`src/rtl/irqf_pkg.sv`:
```
package irqf_pkg;
  // factors per channel and their slot inside a channel's group
  localparam int FPC    = 3;
  localparam int F_DONE = 0;
  localparam int F_RD   = 1;
  localparam int F_WR   = 2;
  localparam int CMD_W  = 3;
  localparam logic [CMD_W-1:0] CMD_RX = 3'b011;
  localparam logic [CMD_W-1:0] CMD_TX = 3'b100;
  // register addresses
  localparam int ADDR_FLAG = 0;
  localparam int ADDR_EN   = 1;
  localparam int ADDR_PRIO = 2;
endpackage

```
`src/rtl/irqf_factor_detect.sv`:
```
module irqf_factor_detect
  import irqf_pkg::*;
(
  input  logic             done_evt,
  input  logic             step_evt,
  input  logic             dma_on,
  input  logic [CMD_W-1:0] cmd,
  output logic [FPC-1:0]   fire
);
  always_comb begin
    fire         = '0;
    fire[F_DONE] = done_evt;
    fire[F_RD]   = step_evt && dma_on && (cmd == CMD_RX);
    fire[F_WR]   = step_evt && dma_on && (cmd == CMD_TX);
  end
endmodule

```
`src/rtl/irqf_regs.sv`:
```
module irqf_regs
  import irqf_pkg::*;
#(
  parameter int NCH = 2,
  parameter int DW  = 8,
  parameter int AW  = 2,
  parameter int LW  = 3
) (
  input  logic                    clk,
  input  logic                    rst,
  input  logic                    bus_sel,
  input  logic                    bus_wr,
  input  logic [AW-1:0]           bus_addr,
  input  logic [DW-1:0]           bus_wdata,
  output logic [DW-1:0]           bus_rdata,
  input  logic [NCH*FPC-1:0]      set_vec,
  output logic [NCH*FPC-1:0]      flags,
  output logic [NCH*FPC-1:0]      enables,
  output logic [NCH-1:0][LW-1:0]  prio
);
  localparam int NF     = NCH * FPC;
  localparam int STRIDE = LW + 1;

  logic          wr_flag, wr_en, wr_prio, rd_any;
  logic [NF-1:0] clr_mask;
  logic [DW-1:0] rmux;

  assign wr_flag  = bus_sel && bus_wr && (bus_addr == AW'(ADDR_FLAG));
  assign wr_en    = bus_sel && bus_wr && (bus_addr == AW'(ADDR_EN));
  assign wr_prio  = bus_sel && bus_wr && (bus_addr == AW'(ADDR_PRIO));
  assign rd_any   = bus_sel && !bus_wr;
  assign clr_mask = wr_flag ? bus_wdata[NF-1:0] : '0;

  always_comb begin
    rmux = '0;
    case (bus_addr)
      AW'(ADDR_FLAG): rmux[NF-1:0] = flags;
      AW'(ADDR_EN):   rmux[NF-1:0] = enables;
      AW'(ADDR_PRIO): begin
        for (int c = 0; c < NCH; c++) rmux[c*STRIDE +: LW] = prio[c];
      end
      default: rmux = '0;
    endcase
  end

  always_ff @(posedge clk) begin
    if (rst) begin
      flags     <= '0;
      enables   <= '0;
      prio      <= '0;
      bus_rdata <= '0;
    end else begin
      flags     <= (flags & ~clr_mask) | set_vec;
      if (wr_en) enables <= bus_wdata[NF-1:0];
      if (wr_prio) begin
        for (int c = 0; c < NCH; c++) prio[c] <= bus_wdata[c*STRIDE +: LW];
      end
      bus_rdata <= rd_any ? rmux : '0;
    end
  end

  // any fired factor is held in its flag on the next cycle
  p_set_latches_r2: assert property (@(posedge clk) disable iff (rst)
    (|set_vec) |=> ((flags & $past(set_vec)) == $past(set_vec)));

  // bits written 1 with no concurrent set read 0 afterwards
  p_w1c_clears_r5: assert property (@(posedge clk) disable iff (rst)
    wr_flag |=> ((flags & $past(bus_wdata[NF-1:0] & ~set_vec)) == '0));

  // read data is zero when no read took place
  p_rdata_idle_r10: assert property (@(posedge clk) disable iff (rst)
    !rd_any |=> (bus_rdata == '0));
endmodule

```
`src/rtl/irqf_arbiter.sv`:
```
module irqf_arbiter
  import irqf_pkg::*;
#(
  parameter int NCH = 2,
  parameter int LW  = 3,
  parameter int CW  = (NCH > 1) ? $clog2(NCH) : 1
) (
  input  logic                    clk,
  input  logic                    rst,
  input  logic [NCH*FPC-1:0]      flags,
  input  logic [NCH*FPC-1:0]      enables,
  input  logic [NCH-1:0][LW-1:0]  prio,
  input  logic                    cpu_ie,
  input  logic [LW-1:0]           cpu_il,
  output logic                    irq_req,
  output logic [LW-1:0]           irq_level,
  output logic [CW-1:0]           irq_chan
);
  logic [NCH-1:0] pend;
  logic           found;
  logic [LW-1:0]  best_lvl;
  logic [CW-1:0]  best_ch;

  for (genvar c = 0; c < NCH; c++) begin : g_pend
    assign pend[c] = (|(flags[c*FPC +: FPC] & enables[c*FPC +: FPC]))
                     && (prio[c] != '0);
  end

  // ascending scan, strict compare: lower index keeps a tie
  always_comb begin
    found    = 1'b0;
    best_lvl = '0;
    best_ch  = '0;
    for (int c = 0; c < NCH; c++) begin
      if (pend[c] && (!found || prio[c] > best_lvl)) begin
        found    = 1'b1;
        best_lvl = prio[c];
        best_ch  = CW'(c);
      end
    end
  end

  always_ff @(posedge clk) begin
    if (rst) begin
      irq_req   <= 1'b0;
      irq_level <= '0;
      irq_chan  <= '0;
    end else begin
      irq_req   <= found && cpu_ie && (cpu_il < best_lvl);
      irq_level <= best_lvl;
      irq_chan  <= best_ch;
    end
  end

  // a request implies the CPU had interrupts on
  p_req_needs_ie_r8: assert property (@(posedge clk) disable iff (rst)
    irq_req |-> $past(cpu_ie));

  // a request level is strictly above the CPU level
  p_req_above_il_r8: assert property (@(posedge clk) disable iff (rst)
    irq_req |-> (irq_level > $past(cpu_il)));

  // a request needs an enabled pending flag
  p_req_enabled_r6: assert property (@(posedge clk) disable iff (rst)
    irq_req |-> ($past(flags & enables) != '0));
endmodule

```
`src/rtl/irqf_ctrl_top.sv`:
```
module irqf_ctrl_top
  import irqf_pkg::*;
#(
  parameter int           NCH       = 2,
  parameter int           DW        = 8,
  parameter int           AW        = 2,
  parameter int           LW        = 3,
  parameter int           IW        = 8,
  parameter logic [IW-1:0] IDMA_BASE = 8'h36
) (
  input  logic                 clk,
  input  logic                 rst,
  input  logic                 bus_sel,
  input  logic                 bus_wr,
  input  logic [AW-1:0]        bus_addr,
  input  logic [DW-1:0]        bus_wdata,
  output logic [DW-1:0]        bus_rdata,
  input  logic [NCH-1:0]       cmd_done,
  input  logic [NCH-1:0]       data_strobe,
  input  logic [NCH-1:0]       dma_mode,
  input  logic [NCH*CMD_W-1:0] xfer_cmd,
  input  logic                 cpu_ie,
  input  logic [LW-1:0]        cpu_il,
  output logic                 irq_req,
  output logic [LW-1:0]        irq_level,
  output logic                 irq_chan,
  output logic                 idma_trig,
  output logic [IW-1:0]        idma_ch
);
  localparam int NF = NCH * FPC;

  logic [NCH-1:0][FPC-1:0] fire;
  logic [NF-1:0]           set_vec, flags_q, en_q;
  logic [NCH-1:0][LW-1:0]  prio_q;
  logic                    trig_n;
  logic [IW-1:0]           ch_n, trig_off;

  for (genvar c = 0; c < NCH; c++) begin : g_det
    irqf_factor_detect u_det (
      .done_evt (cmd_done[c]),
      .step_evt (data_strobe[c]),
      .dma_on   (dma_mode[c]),
      .cmd      (xfer_cmd[c*CMD_W +: CMD_W]),
      .fire     (fire[c])
    );
  end

  assign set_vec = fire;

  irqf_regs #(.NCH(NCH), .DW(DW), .AW(AW), .LW(LW)) u_regs (
    .clk       (clk),
    .rst       (rst),
    .bus_sel   (bus_sel),
    .bus_wr    (bus_wr),
    .bus_addr  (bus_addr),
    .bus_wdata (bus_wdata),
    .bus_rdata (bus_rdata),
    .set_vec   (set_vec),
    .flags     (flags_q),
    .enables   (en_q),
    .prio      (prio_q)
  );

  irqf_arbiter #(.NCH(NCH), .LW(LW), .CW(1)) u_arb (
    .clk       (clk),
    .rst       (rst),
    .flags     (flags_q),
    .enables   (en_q),
    .prio      (prio_q),
    .cpu_ie    (cpu_ie),
    .cpu_il    (cpu_il),
    .irq_req   (irq_req),
    .irq_level (irq_level),
    .irq_chan  (irq_chan)
  );

  // descending scan so that channel 0 is written last and wins
  always_comb begin
    trig_n = 1'b0;
    ch_n   = '0;
    for (int c = NCH - 1; c >= 0; c--) begin
      if (fire[c][F_RD]) begin
        trig_n = 1'b1;
        ch_n   = IDMA_BASE + IW'(2 * c);
      end else if (fire[c][F_WR]) begin
        trig_n = 1'b1;
        ch_n   = IDMA_BASE + IW'(2 * c + 1);
      end
    end
  end

  always_ff @(posedge clk) begin
    if (rst) begin
      idma_trig <= 1'b0;
      idma_ch   <= '0;
    end else begin
      idma_trig <= trig_n;
      idma_ch   <= trig_n ? ch_n : '0;
    end
  end

  assign trig_off = idma_ch - IDMA_BASE;

  // a trigger carries a number inside the assigned range
  p_trig_range_r9: assert property (@(posedge clk) disable iff (rst)
    idma_trig |-> (trig_off < IW'(2 * NCH)));

  // the factor named by a trigger is flagged in the same cycle
  p_trig_flagged_r9: assert property (@(posedge clk) disable iff (rst)
    idma_trig |-> flags_q[(int'(trig_off) / 2) * FPC + 1 + (int'(trig_off) % 2)]);
endmodule

```
`config.mk`:
```
export PLATFORM = sky130hd
export DESIGN_NAME = irqf_ctrl_top
export DESIGN_NICKNAME = d
export VERILOG_FILES = /design/src/rtl/irqf_pkg.sv /design/src/rtl/irqf_factor_detect.sv /design/src/rtl/irqf_regs.sv /design/src/rtl/irqf_arbiter.sv /design/src/rtl/irqf_ctrl_top.sv
export SDC_FILE = /design/constraint.sdc
export NUM_CORES = 1
export LEC_CHECK = 0
export BUFFER_PORTS_ARGS = -buffer_cell sky130_fd_sc_hd__buf_2
export CAP_MARGIN = 40
export CORE_ASPECT_RATIO = 0.7
export CORE_UTILIZATION = 45
export CTS_CLUSTER_SIZE = 16
export DETAILED_ROUTE_END_ITERATION = 12
export PLACE_DENSITY = 0.81
export SLEW_MARGIN = 25
export SYNTH_ARGS = -nofsm -noshare
export SYNTH_HDL_FRONTEND = slang
export SYNTH_SLANG_ARGS = --single-unit
```
`constraint.sdc`:
```
create_clock -name clk -period 3.4 [get_ports clk]
set_input_delay 0.68 -clock clk [delete_from_list [all_inputs] [get_ports clk]]
set_output_delay 0.68 -clock clk [all_outputs]
set_load 0.05 [all_outputs]
```
==> results.md, run 1 <==
Yosys:
- The sequential element share of the synthesized area is 0.435.
- In this run the cell area of the synthesized design comes to 0.00161 mm2.
- In this run, synthesis produced a sequential element count of 35.
- The proportion of synthesized flip-flops having asynchronous set or reset is 0.
- Averaged over all synthesized cells, the footprint is 9.14 um2.
- Among all flip-flop cells after synthesis, the most frequent one is dfxtp_1.
- Yosys mapped a number of flops with a built-in enable equal to 0.
- Synthesis instantiated 38 different standard cells from the library.
- The synthesized instance count is 176.
- The number of warning messages in the yosys log is 0.

Place:
- Once placement finished, the instance area stood at 0.00185 mm2.
- At the end of routability-driven placement, the weighted congestion stood at 0.811.
- The placed wire-length estimate is 2.51 mm.
- Port buffering added 47 buffers.
- The instance count after placement with tap cells included is 261.

Layout:
- The net count of the finished layout is 256.
- The finished cells cover 0.00195 mm2.
- In the final layout, the share of cells above drive strength 1 is 0.288.
- The count of cells in the finished layout, fillers not included, comes to 269.
- The number of inserted diodes is 0.
- In the layout the commonest cells are 47 x buf_2, 35 x dfxtp_1, 34 x nor2_1, 18 x mux2i_1, 13 x a21oi_1.
- Counting the fill cells in the layout gives 300.
- The synthesis-to-finish area growth is 21.3%.
- Leaving out fill and tap cells, the most frequent cell in the layout is buf_2.

Clocking:
- The number of buffers inserted by hold repair at cts is 0.
- The clock slew seen by the registers of the worst setup and hold paths is 60 ps.
- Buffers added to address setup during post-CTS repair amount to 0.
- The number of sinks on the clock net is 35.
- The TritonCTS clock tree is built.
- The number of gates resized after CTS was 0.
- At the later pin of the worst-skew pair, clock insertion delay measures 290 ps.
- In this run the number of H-tree levels came out at 2.
- Counting along the longest clock path gives a buffer depth of 2.
- Buffers inserted during clock tree synthesis total 5.
- The clock root buffer is clkbuf_8.

Power:
- The reported leakage power is 0.000930 uW.
- The peak ir drop on the vdd network is 0.163 mV.
- Dividing total power by cell area gives a power density of 425 mW/mm2.

Global routing:
- Entering global routing, the biggest net connects 31 pins.
- The number of global-route vias before repair is 1263.
- The initial antenna violation count is 0.
- The remaining global-route overflow is 0.
- Across every metal layer, demand over resource in global routing totals 0.199.
- The first global-routing pass estimated 5.60 mm of wire.

Status:
- The run finished with clean final reports.

Floorplan:
- The area of the die is 0.00382 mm2.
- The core region is 0.00328 mm2.
- The die is 52.0 um tall.
- The die width is 73.5 um.
- The placement row count is 17.
- In this run the count of I/O pins placed on the die edge is 52.
- The initial utilization of the core area, before any placement, comes to 0.491.

STA:
- For the final database, setup skew stands at 3.98 ps.
- The worst pin sits at a relative slew slack of 0.642.
- After layout, the minimum clock period comes to 3100 ps.
- The total count of hold-check failures in the final report came to 0.
- Setup repair after global routing left no endpoint under its margin.
- The total negative slack for setup checks is 0 ps.
- The final clock period utilization by the worst path is 0.913.
- The maximum clock rate is 322 MHz.
- Setup violations remaining at the end of the flow were counted as 0.
- The final max-slew violation count came to 0.
- The actual transition at the worst max-transition pin is 537 ps.
- Across all hold checks on the routed design, the worst slack comes to 491 ps.

Run:
- The number of max-cap violations is 0.

Setup path:
- The worst setup path is launched from a register.
- The maximum fanout count along the critical path is 6.
- The critical path is of the register to register type.
- STA puts the critical path data arrival time at 3320 ps.
- The type of element capturing the critical path is a register.
- For the worst setup path, the data required time is 3610 ps.

Worst hold path:
- The class of the tightest hold or removal check is register to register.

Detailed routing:
- For this block, the routed nets add up to 3.39 mm of wire.
- The residual DRC count is 0.
- In this run, the number of DRC markers left after iteration 0 of detailed routing was 102.
- The final route contains 1392 vias.
- Before antenna repair, the detailed router went through 4 iterations.
- The remaining number of nets flagged by the antenna check after routing is 0.
- In the routed layout, each cell is associated on average with a via count of 5.17.
- The routed length per instance is 12.6 um.
## worst max-delay path, stage by stage (launching register included)
cell and delay, ps:
dfxtp_1 320, a222oi_1 380, buf_4 210, nand2b_1 130, ha_1 250, and3b_1 180, o21a_1 240, a21oi_1 190
nor2_1 90, ha_1 170, or3b_2 440, a221o_1 280, a41oi_2 140
## final cells by class
| cell class | count | area, um2 | area share |
|---|---|---|---|
| inverter | 1 | 3.75 | 0.00192 |
| multi-input combinational | 130 | 846 | 0.433 |
| tap | 47 | 58.8 | 0.0301 |
| timing repair buffer | 48 | 243 | 0.124 |
| sequential | 35 | 701 | 0.359 |
| clock buffer | 8 | 100 | 0.0513 |
## sequential cells by signal, indices dropped and copies added (netlist names)
signal            cells
u_regs.enables        6
u_regs.flags          6
u_arb.irq_req         1
u_regs.prio           6
u_arb.irq_level       3
u_arb.irq_chan        1
idma_ch               4
u_regs.bus_rdata      7
idma_trig             1
## kinds of logic after synthesis
family	Yosys count	share of synthesized area
flops	35	0.435
compound gates	35	0.158
buf+inv	13	0.0435
simple gates	69	0.210
mux	18	0.112
other cells	1	0.00233
fa+ha+maj	5	0.0389
## metrics by stage
step / setup WS, ps / power, uW / util
2_1_floorplan: 466 / 488 / -
3_3_place_gp: 373 / 513 / 0.565
3_5_place_dp: 339 / 514 / 0.565
4_1_cts: 283 / 836 / 0.596
5_1_grt: 92.5 / 862 / 0.596
6_report: 297 / 830 / 0.596
## report_power, final
group	leakage, uW	switching (uW)	internal, uW
clock	0.0000515	139	185
combinational	0.000595	52.7	30.4
sequential	0.000283	5.89	418
## per-layer routing
metal,GRT usage,part of all wire
met4,0.106,0.015
met1,0.276,0.51
met2,0.271,0.40
met5,0,0
met3,0.0659,0.079
## synth_stat cells (3+ instances only)
| cell type | count | area (um2) |
|---|---|---|
| o21ai_0 | 4 | 20.0 |
| dfxtp_1 | 35 | 701 |
| nor3_1 | 4 | 20.0 |
| a21oi_1 | 13 | 65.1 |
| nand2_1 | 11 | 41.3 |
| buf_4 | 5 | 37.5 |
| nand3_1 | 3 | 15.0 |
| ha_1 | 5 | 62.6 |
| mux2i_1 | 18 | 180 |
| nor2_1 | 34 | 128 |
| clkbuf_1 | 5 | 18.8 |
| nor3b_1 | 5 | 37.5 |
## final timing paths
path	startpoint	to	slack, ps	cells after the start
worst max-delay path	u_regs.flags[2]	u_arb.irq_req	300	12
worst min-delay path	u_regs.flags[2]	u_regs.flags[2]	490	2
worst max register to register	u_regs.flags[2]	u_arb.irq_req	300	12
worst min register to register	u_regs.flags[2]	u_regs.flags[2]	490	2
Note: power is estimated with default switching activity, not from simulation.
==> inputs of run 2 (changes only) <==
--- a/config.mk
+++ b/config.mk
@@ -5,12 +5,14 @@
 export SDC_FILE = /design/constraint.sdc
 export NUM_CORES = 1
 export LEC_CHECK = 0
+export ABC_AREA = 1
 export BUFFER_PORTS_ARGS = -buffer_cell sky130_fd_sc_hd__buf_2
 export CAP_MARGIN = 40
 export CORE_ASPECT_RATIO = 0.7
 export CORE_UTILIZATION = 45
 export CTS_CLUSTER_SIZE = 16
 export DETAILED_ROUTE_END_ITERATION = 12
+export GPL_ROUTABILITY_DRIVEN = 0
 export PLACE_DENSITY = 0.81
 export SLEW_MARGIN = 25
 export SYNTH_ARGS = -nofsm -noshare
==> results.md, run 2 <==
Global routing:
- The all-layer global routing usage came to 0.202 (+0.00301).
- The maximum number of pins on one net before global-route repair is 15 (-52%).
- The number of global-route vias before repair is 1276 (+1.0%).
- The initial antenna violation count is 0 (unchanged).
- The remaining global-route overflow is 0 (unchanged).
- The wire length of the first global-routing pass is 5.71 mm (+2.1%).

Power:
- The power per cell area came to 457 mW/mm2 (+7.4%).
- The peak ir drop on the vdd network is 0.311 mV (+91%).
- The total design power is 909 uW (+9.5%).
- The reported leakage power came to 0.00106 uW (+14%).

Detailed routing:
- The number of DRC violations after detailed-routing iteration 0 came to 141 (+38%).
- The via count came to 1470 (+5.6%).
- The residual DRC count was 0 (unchanged).
- The via count normalized by instance count is 4.77 (-7.8%).
- The final wirelength is 3.45 mm (+1.8%).
- The remaining number of nets flagged by the antenna check after routing is 0 (unchanged).
- The routed length per instance was 11.2 um (-11%).
- The first-pass iteration count of the detailed router is 4 (unchanged).

Place:
- The placement-stage cell area is 0.00187 mm2 (+1.1%).
- The placed wire-length estimate is 2.64 mm (+5.2%).
- The number of I/O port buffers came to 47 (unchanged).

Clocking:
- The number of buffers between clock root and the deepest sink was 2 (unchanged).
- The number of sinks on the clock net was 35 (unchanged).
- The deepest level of the CTS H-tree is 2 (unchanged).
- The total of cells resized after clock tree synthesis is 0 (unchanged).
- The source-to-sink clock delay at the later pin of the worst-skew pair is 290 ps (about the same).
- The clock root buffer is clkbuf_8.
- The number of buffers inserted by hold repair at cts is 0 (unchanged).
- The clock slew seen by the registers of the worst setup and hold paths is 70 ps (about the same).
- The number of buffers added by the clock tree synthesis step is 5 (unchanged).
- The total setup buffers inserted after CTS is 0 (unchanged).
- The TritonCTS clock tree is built.

Setup path:
- The maximum fanout count along the critical path is 6 (unchanged).
- The worst setup path is launched from a register.
- The most frequent cell on the critical path is nand2_1.
- The worst stage delay on the critical path was 370 ps (-70 ps).
- The worst endpoint required time is 3630 ps (+20 ps).
- The endpoint identified for the worst register-to-register timing path is u_arb.irq_req.
- STA classifies the critical path endpoint as a register.
- The timing startpoint of the critical path is u_regs.enables[0].
- The cell count of the worst reg-to-reg path was 17 (+5).
- The master of the slowest instance on the critical path is dfxtp_1.
- The cell family contributing the most delay on the critical path is simple AND/OR/NAND/NOR gates.
- The depth of the critical timing path with buffers and inverters included is 17 (+5).
- Walking the worst path, the cells encountered are nand2_1 > nand3_2 > nand2_1 > inv_2 > nand2_1 > ha_1 > nand3b_1 > nand2_1 > nand2_1 > nand2_4 > nand2_4 > nand2_1 > o21ai_2 > ha_1 > a211oi_1 > o21ai_0 > a21oi_2.
- The beginning of the worst register-to-register path is u_regs.enables[0].
- The minimum setup slack among reg-to-reg paths is 930 ps (+630 ps).
- The endpoint of the worst setup timing path is u_arb.irq_req.
- The worst setup path is of the register to register kind.
- The number of buffer and inverter instances along the worst setup path is 1 (unchanged).
- The data arrival time of the critical path was 2700 ps (-620 ps).

Floorplan:
- The effective utilization at floorplan was 0.494 (+0.00290).
- The die outline height came to 52.3 um (+0.60%).
- The floorplan core area is 0.00330 mm2 (+0.65%).
- The placement row count is 17 (unchanged).
- The number of ports placed on the die boundary is 52 (unchanged).
- The die width is 73.9 um (+0.61%).
- The area of the die is 0.00387 mm2 (+1.2%).

Yosys:
- The mean cell area of the mapped netlist is 7.68 um2 (-16%).
- The proportion of synthesized flip-flops having asynchronous set or reset is 0 (unchanged).
- The cell with the most instances after synthesis is nand2_1.
- The fraction of post-synthesis cell area in the top cell type by area is 0.430 (-0.00535).
- The total standard cell area after synthesis was 0.00163 mm2 (+1.2%).
- The number of enable flip-flop cells after synthesis is 0 (unchanged).
- The commonest cells after synthesis are 46 x nand2_1, 35 x dfxtp_1, 24 x inv_1.
- The sequential element share of the synthesized area came to 0.430 (-0.00535).
- The synthesized instance count was 212 (+20%).
- The number of warning messages in the yosys log is 0 (unchanged).
- Yosys attributes the largest share of cell area to dfxtp_1 43%, nand2_1 11%, a21oi_1 6.1%.
- The biggest area contributor in the post-synthesis netlist is dfxtp_1.
- The number of distinct library cells after synthesis is 30 (-21%).
- The number of synthesized register bits is 35 (unchanged).
- The most used flip-flop cell after synthesis is dfxtp_1.

STA:
- The total negative slack for setup checks is 0 ps (unchanged).
- The worst-case clock skew is 6.26 ps (+2.28 ps).
- The final count of negative-setup-slack endpoints was 0 (unchanged).
- The post-layout minimum cycle time came to 2470 ps (-633 ps).
- The final clock period utilization by the worst path is 0.726 (-0.186).
- Setup repair after global routing left no endpoint under its margin.
- The final max-slew violation count is 0 (unchanged).
- The maximum clock rate was 405 MHz (+26%).
- The total count of hold-check failures in the final report is 0 (unchanged).

Layout:
- The largest register by flop count is u_regs.bus_rdata.
- The synthesis-to-finish area growth is 22.2%.
- Leaving out fill and tap cells, the most frequent cells in the layout are 47 x buf_2, 46 x nand2_1, 35 x dfxtp_1, 24 x inv_1, 20 x a21oi_1.
- The number of inserted diodes came to 0 (unchanged).
- The fraction of final layout cells with drive strength greater than 1 is 0.322 (+0.0336).
- The library cell used most frequently in the layout, excluding fill and tap cells, is buf_2.
- The net count of the finished layout is 295 (+15%).
- The flip-flop count of the largest register after layout is 7 (unchanged).
- The final standard cell area without fillers is 0.00199 mm2 (+2.0%).

Worst hold path:
- The class of the tightest hold or removal check is register to register.

Run:
- The number of max-cap violations is 0 (unchanged).

Status:
- The flow ran to the end, and the final reports show no timing, DRC or antenna violations.
## run 2: report_power, final
group | total (uW) | internal [uW] | switching [uW]
clock network | 389 | 237 | 152
logic | 92.9 | 30.2 | 62.8
registers | 427 | 420 | 7.45
## run 2: how the worst min path moves through the flow
stage                 startpoint                   to  slack, ps  cells after the start
2_1_floorplan  u_regs.enables[3]  u_regs.bus_rdata[3]        450                      2
3_3_place_gp   u_regs.enables[3]  u_regs.bus_rdata[3]        470                      2
3_5_place_dp   u_regs.enables[3]  u_regs.bus_rdata[3]        470                      2
4_1_cts        u_regs.enables[3]  u_regs.bus_rdata[3]        480                      2
5_1_grt        u_regs.enables[3]  u_regs.bus_rdata[3]        500                      2
6_report       u_regs.enables[3]  u_regs.bus_rdata[3]        490                      2
## run 2: metal layers
metal | vias to the layer above | part of all wire | global-route usage
met5 | - | 0 | 0
met4 | 0 | 0.019 | 0.0962
met3 | 9 | 0.083 | 0.0538
met2 | 52 | 0.43 | 0.291
met1 | 642 | 0.47 | 0.279
li1 | 767 | - | -
## run 2: cells by family (layout without fill, tap and decap cells)
family	Yosys count	after routing	share of synthesized area
AO/OA/AOI/OAI	45	45	0.152
other	1	3	0.00230
buffers and inverters	41	88	0.111
flip-flops	35	35	0.430
adder cells (fa/ha/maj)	5	5	0.0384
AND/OR/NAND/NOR	85	85	0.266
## run 2: tightest hold or removal path, stage by stage (launching register included)
cell	delay, ps
dfxtp_1	330
nand2_1	70
a21oi_1	50
## run 2: stage by stage
step / util / cells / hold slack (ps) / worst slack, ps
after floorplan: - / 214 / 447 / 1240
after global routing: 0.604 / 308 / 504 / 678
after global placement: 0.568 / 300 / 471 / 1040
after detailed placement: 0.568 / 300 / 471 / 991
final: 0.604 / 308 / 485 / 931
after CTS: 0.604 / 308 / 482 / 952
## run 2: final cells by class
type	count	area [um2]
clock buffer	6	82.6
clock inverter	2	35.0
fill	309	1310
inverter	33	124
multi-input combinational	138	754
sequential	35	701
tap	47	58.8
timing repair buffer	47	235
==> inputs of run 3 (changes only) <==
--- a/config.mk
+++ b/config.mk
@@ -5,7 +5,7 @@
 export SDC_FILE = /design/constraint.sdc
 export NUM_CORES = 1
 export LEC_CHECK = 0
-export ABC_AREA = 1
+export ABC_AREA = 0
 export BUFFER_PORTS_ARGS = -buffer_cell sky130_fd_sc_hd__buf_2
 export CAP_MARGIN = 40
 export CORE_ASPECT_RATIO = 0.7
==> constraint.sdc (replaced) <==
create_clock -name clk -period 2.3 [get_ports clk]
set_input_delay 0.46 -clock clk [delete_from_list [all_inputs] [get_ports clk]]
set_output_delay 0.46 -clock clk [all_outputs]
set_load 0.05 [all_outputs]
==> results.md, run 3 (same netlist as run 1, synthesis figures left out) <==
Status:
- The flow ran to the end, but the final reports show violations.
- The final reports fail on setup timing.

Clocking:
- The number of sinks on the clock net is 35 (unchanged).
- The number of buffers added by the clock tree synthesis step is 5 (unchanged).
- The root buffer cell chosen for the clock tree is clkbuf_8.
- The number of buffers between clock root and the deepest sink is 2 (unchanged).
- The deepest level of the CTS H-tree is 2 (unchanged).
- The number of buffers inserted by hold repair at cts was 0 (unchanged).
- The TritonCTS clock tree is built.
- The source-to-sink clock delay at the later pin of the worst-skew pair came to 290 ps (about the same).
- The clock slew seen by the registers of the worst setup and hold paths is 70 ps (about the same).

Layout:
- The synthesis-to-finish area growth is 37.9%.
- The number of cells in the finished layout apart from fillers is 297 (-3.6%).
- The flip-flop count of the largest register after layout came to 7 (unchanged).
- The number of inserted filler cells in the final layout is 270 (-13%).
- In the layout the commonest cells are 47 x buf_2, 33 x nor2_1, 33 x dfxtp_1, 29 x buf_4, 18 x mux2i_1.
- The fraction of final layout cells with drive strength greater than 1 came to 0.412 (+0.0902).
- Leaving out fill and tap cells, the most frequent cell in the layout is buf_2.
- The utilization after layout was 0.677 (+0.0734).
- The final standard cell area without fillers is 0.00222 mm2 (+11%).
- The number of inserted diodes is 0 (unchanged).
- The net count of the finished layout was 284 (-3.7%).
- u_regs.bus_rdata holds more flip-flops than any other register.

Power:
- The power per cell area is 539 mW/mm2 (+18%).
- The reported leakage power was 0.00109 uW (+2.7%).
- The peak ir drop on the vdd network is 0.402 mV (+29%).

Floorplan:
- The number of ports placed on the die boundary is 52 (unchanged).
- The placement row count came to 17 (unchanged).
- The area of the die is 0.00382 mm2 (-1.2%).
- The die outline height came to 52.0 um (-0.59%).
- The die width is 73.5 um (-0.60%).
- The effective utilization at floorplan is 0.491 (-0.00290).
- The floorplan core area is 0.00328 mm2 (-0.65%).

Setup path:
- The minimum setup slack among reg-to-reg paths was -520 ps (-1450 ps).
- The worst register-to-register path ends at u_arb.irq_req.
- The worst endpoint required time is 2520 ps (-1110 ps).
- The type of element capturing the critical path is a register.
- The cell count of the worst reg-to-reg path is 12 (-5).
- In this run the critical register-to-register path is launched from u_regs.enables[2].
- The maximum fanout count along the critical path was 4 (-2).
- The worst setup path is launched from a register.
- The type of the setup path with the least slack is register to register.
- The data arrival time of the critical path is 3030 ps (+330 ps).

Detailed routing:
- The via count was 1534 (+4.4%).
- The remaining number of nets flagged by the antenna check after routing is 0 (unchanged).
- The first-pass iteration count of the detailed router is 4 (unchanged).
- The routed length per instance is 13.3 um (+19%).
- The via count normalized by instance count came to 5.16 (+8.2%).
- The final wirelength is 3.96 mm (+15%).
- The residual DRC count was 0 (unchanged).
- The number of DRC violations after detailed-routing iteration 0 was 86 (-39%).

Global routing:
- The remaining global-route overflow is 0 (unchanged).
- The all-layer global routing usage came to 0.218 (+0.0160).
- The maximum number of pins on one net before global-route repair is 27 (+12).
- The wire length of the first global-routing pass came to 6.05 mm (+5.9%).
- The initial antenna violation count was 0 (unchanged).
- The number of global-route vias before repair is 1358 (+6.4%).

Place:
- The instance count after placement with tap cells included is 283 (-5.7%).
- The number of I/O port buffers is 47 (unchanged).
- The placement-stage cell area is 0.00203 mm2 (+8.2%).
- The post-placement worst setup slack came to -559 ps (-1550 ps).
- The placed wire-length estimate is 2.83 mm (+7.3%).

STA:
- The final clock period utilization by the worst path came to 1.23 (+0.499).
- The total count of hold-check failures in the final report is 0 (unchanged).
- The final critical-path setup slack is -519 ps (-1450 ps).
- The worst-case clock skew is 4.64 ps (-1.62 ps).
- The final count of negative-setup-slack endpoints was 2 (+2).
- The final max-slew violation count is 0 (unchanged).
- The maximum clock rate is 355 MHz (-12%).
- Setup repair after global routing could not meet its margin everywhere.
- The post-layout minimum cycle time came to 2820 ps (+349 ps).

Run:
- The number of max-cap violations is 0 (unchanged).

Worst hold path:
- The class of the tightest hold or removal check is primary input to register.
- The worst hold path begins at cmd_done[0].
- The destination of the worst hold path is u_regs.flags[0].
- The cell depth of the worst min-delay path is 3 (+1).
-- run 3: cell types whose count changed in the layout (fill, tap and decap cells not counted), sizes merged, moves of 5 or more --
cell	delta
nand2	-40
nor2	+17
nor3b	+5
mux2i	+18
o21ai	-16
buf	+29
nand3	-7
a21oi	-8
inv	-32
-- run 3: final cells by class --
type	count	area [um2]	share of cell area
well taps	47	58.8	0.0265
clock inverters	2	12.5	0.00564
repair buffers	76	453	0.204
flip-flops and latches	35	703	0.317
clock buffers	6	72.6	0.0327
inverters	1	3.75	0.00169
multi-input cells	130	915	0.412
-- run 3: how the worst max path moves through the flow --
| stage | from | end | cells after the start | slack (ps) |
|---|---|---|---|---|
| 2_1_floorplan | u_regs.enables[2] | u_arb.irq_req | 11 | -540 |
| 3_3_place_gp | u_regs.enables[2] | u_arb.irq_req | 11 | -510 |
| 3_5_place_dp | u_regs.enables[2] | u_arb.irq_req | 11 | -560 |
| 4_1_cts | u_regs.flags[2] | u_arb.irq_req | 12 | -500 |
| 5_1_grt | u_regs.enables[2] | u_arb.irq_req | 12 | -620 |
| 6_report | u_regs.enables[2] | u_arb.irq_req | 12 | -520 |
-- run 3: worst max-delay path, stage by stage, from the launching register on --
cell      delay, ps
dfxtp_2         320
a222oi_1        330
buf_4           190
and2b_1         180
ha_2            160
and3b_1         240
o21a_4          170
o211a_1         190
nor2_2           40
ha_2            160
or3b_4          350
a221o_1         270
a41oi_2         140
-- run 3: repair_timing --
action | CTS | global route
gates resized for setup | 6 | 4
pin swaps | 6 | 5
endpoints found under the setup margin | 2 | 3
setup buffers | 4 | 2
-- run 3: per-stage QoR --
stage          TNS [ps]  power [uW]  hold slack (ps)
6_report           -622        1200              380
3_3_place_gp       -513         771              467
5_1_grt            -807        1240              404
4_1_cts            -500        1190              379
2_1_floorplan      -540         722              448
3_5_place_dp       -571         773              490
-- run 3: per-layer routing --
| metal | vias up | global-route usage | part of all wire |
|---|---|---|---|
| met1 | 715 | 0.290 | 0.50 |
| met2 | 49 | 0.330 | 0.42 |
| met5 | - | 0 | 0 |
| li1 | 764 | - | - |
| met4 | 0 | 0.0865 | 0.012 |
| met3 | 6 | 0.0659 | 0.065 |
-- run 3: power breakdown --
| group | leakage (uW) | internal, uW | switching (uW) |
|---|---|---|---|
| registers | 0.000284 | 617 | 7.06 |
| clock network | 0.0000412 | 211 | 214 |
| logic | 0.000761 | 59.6 | 86.4 |
| total | 0.00109 | 888 | 307 |
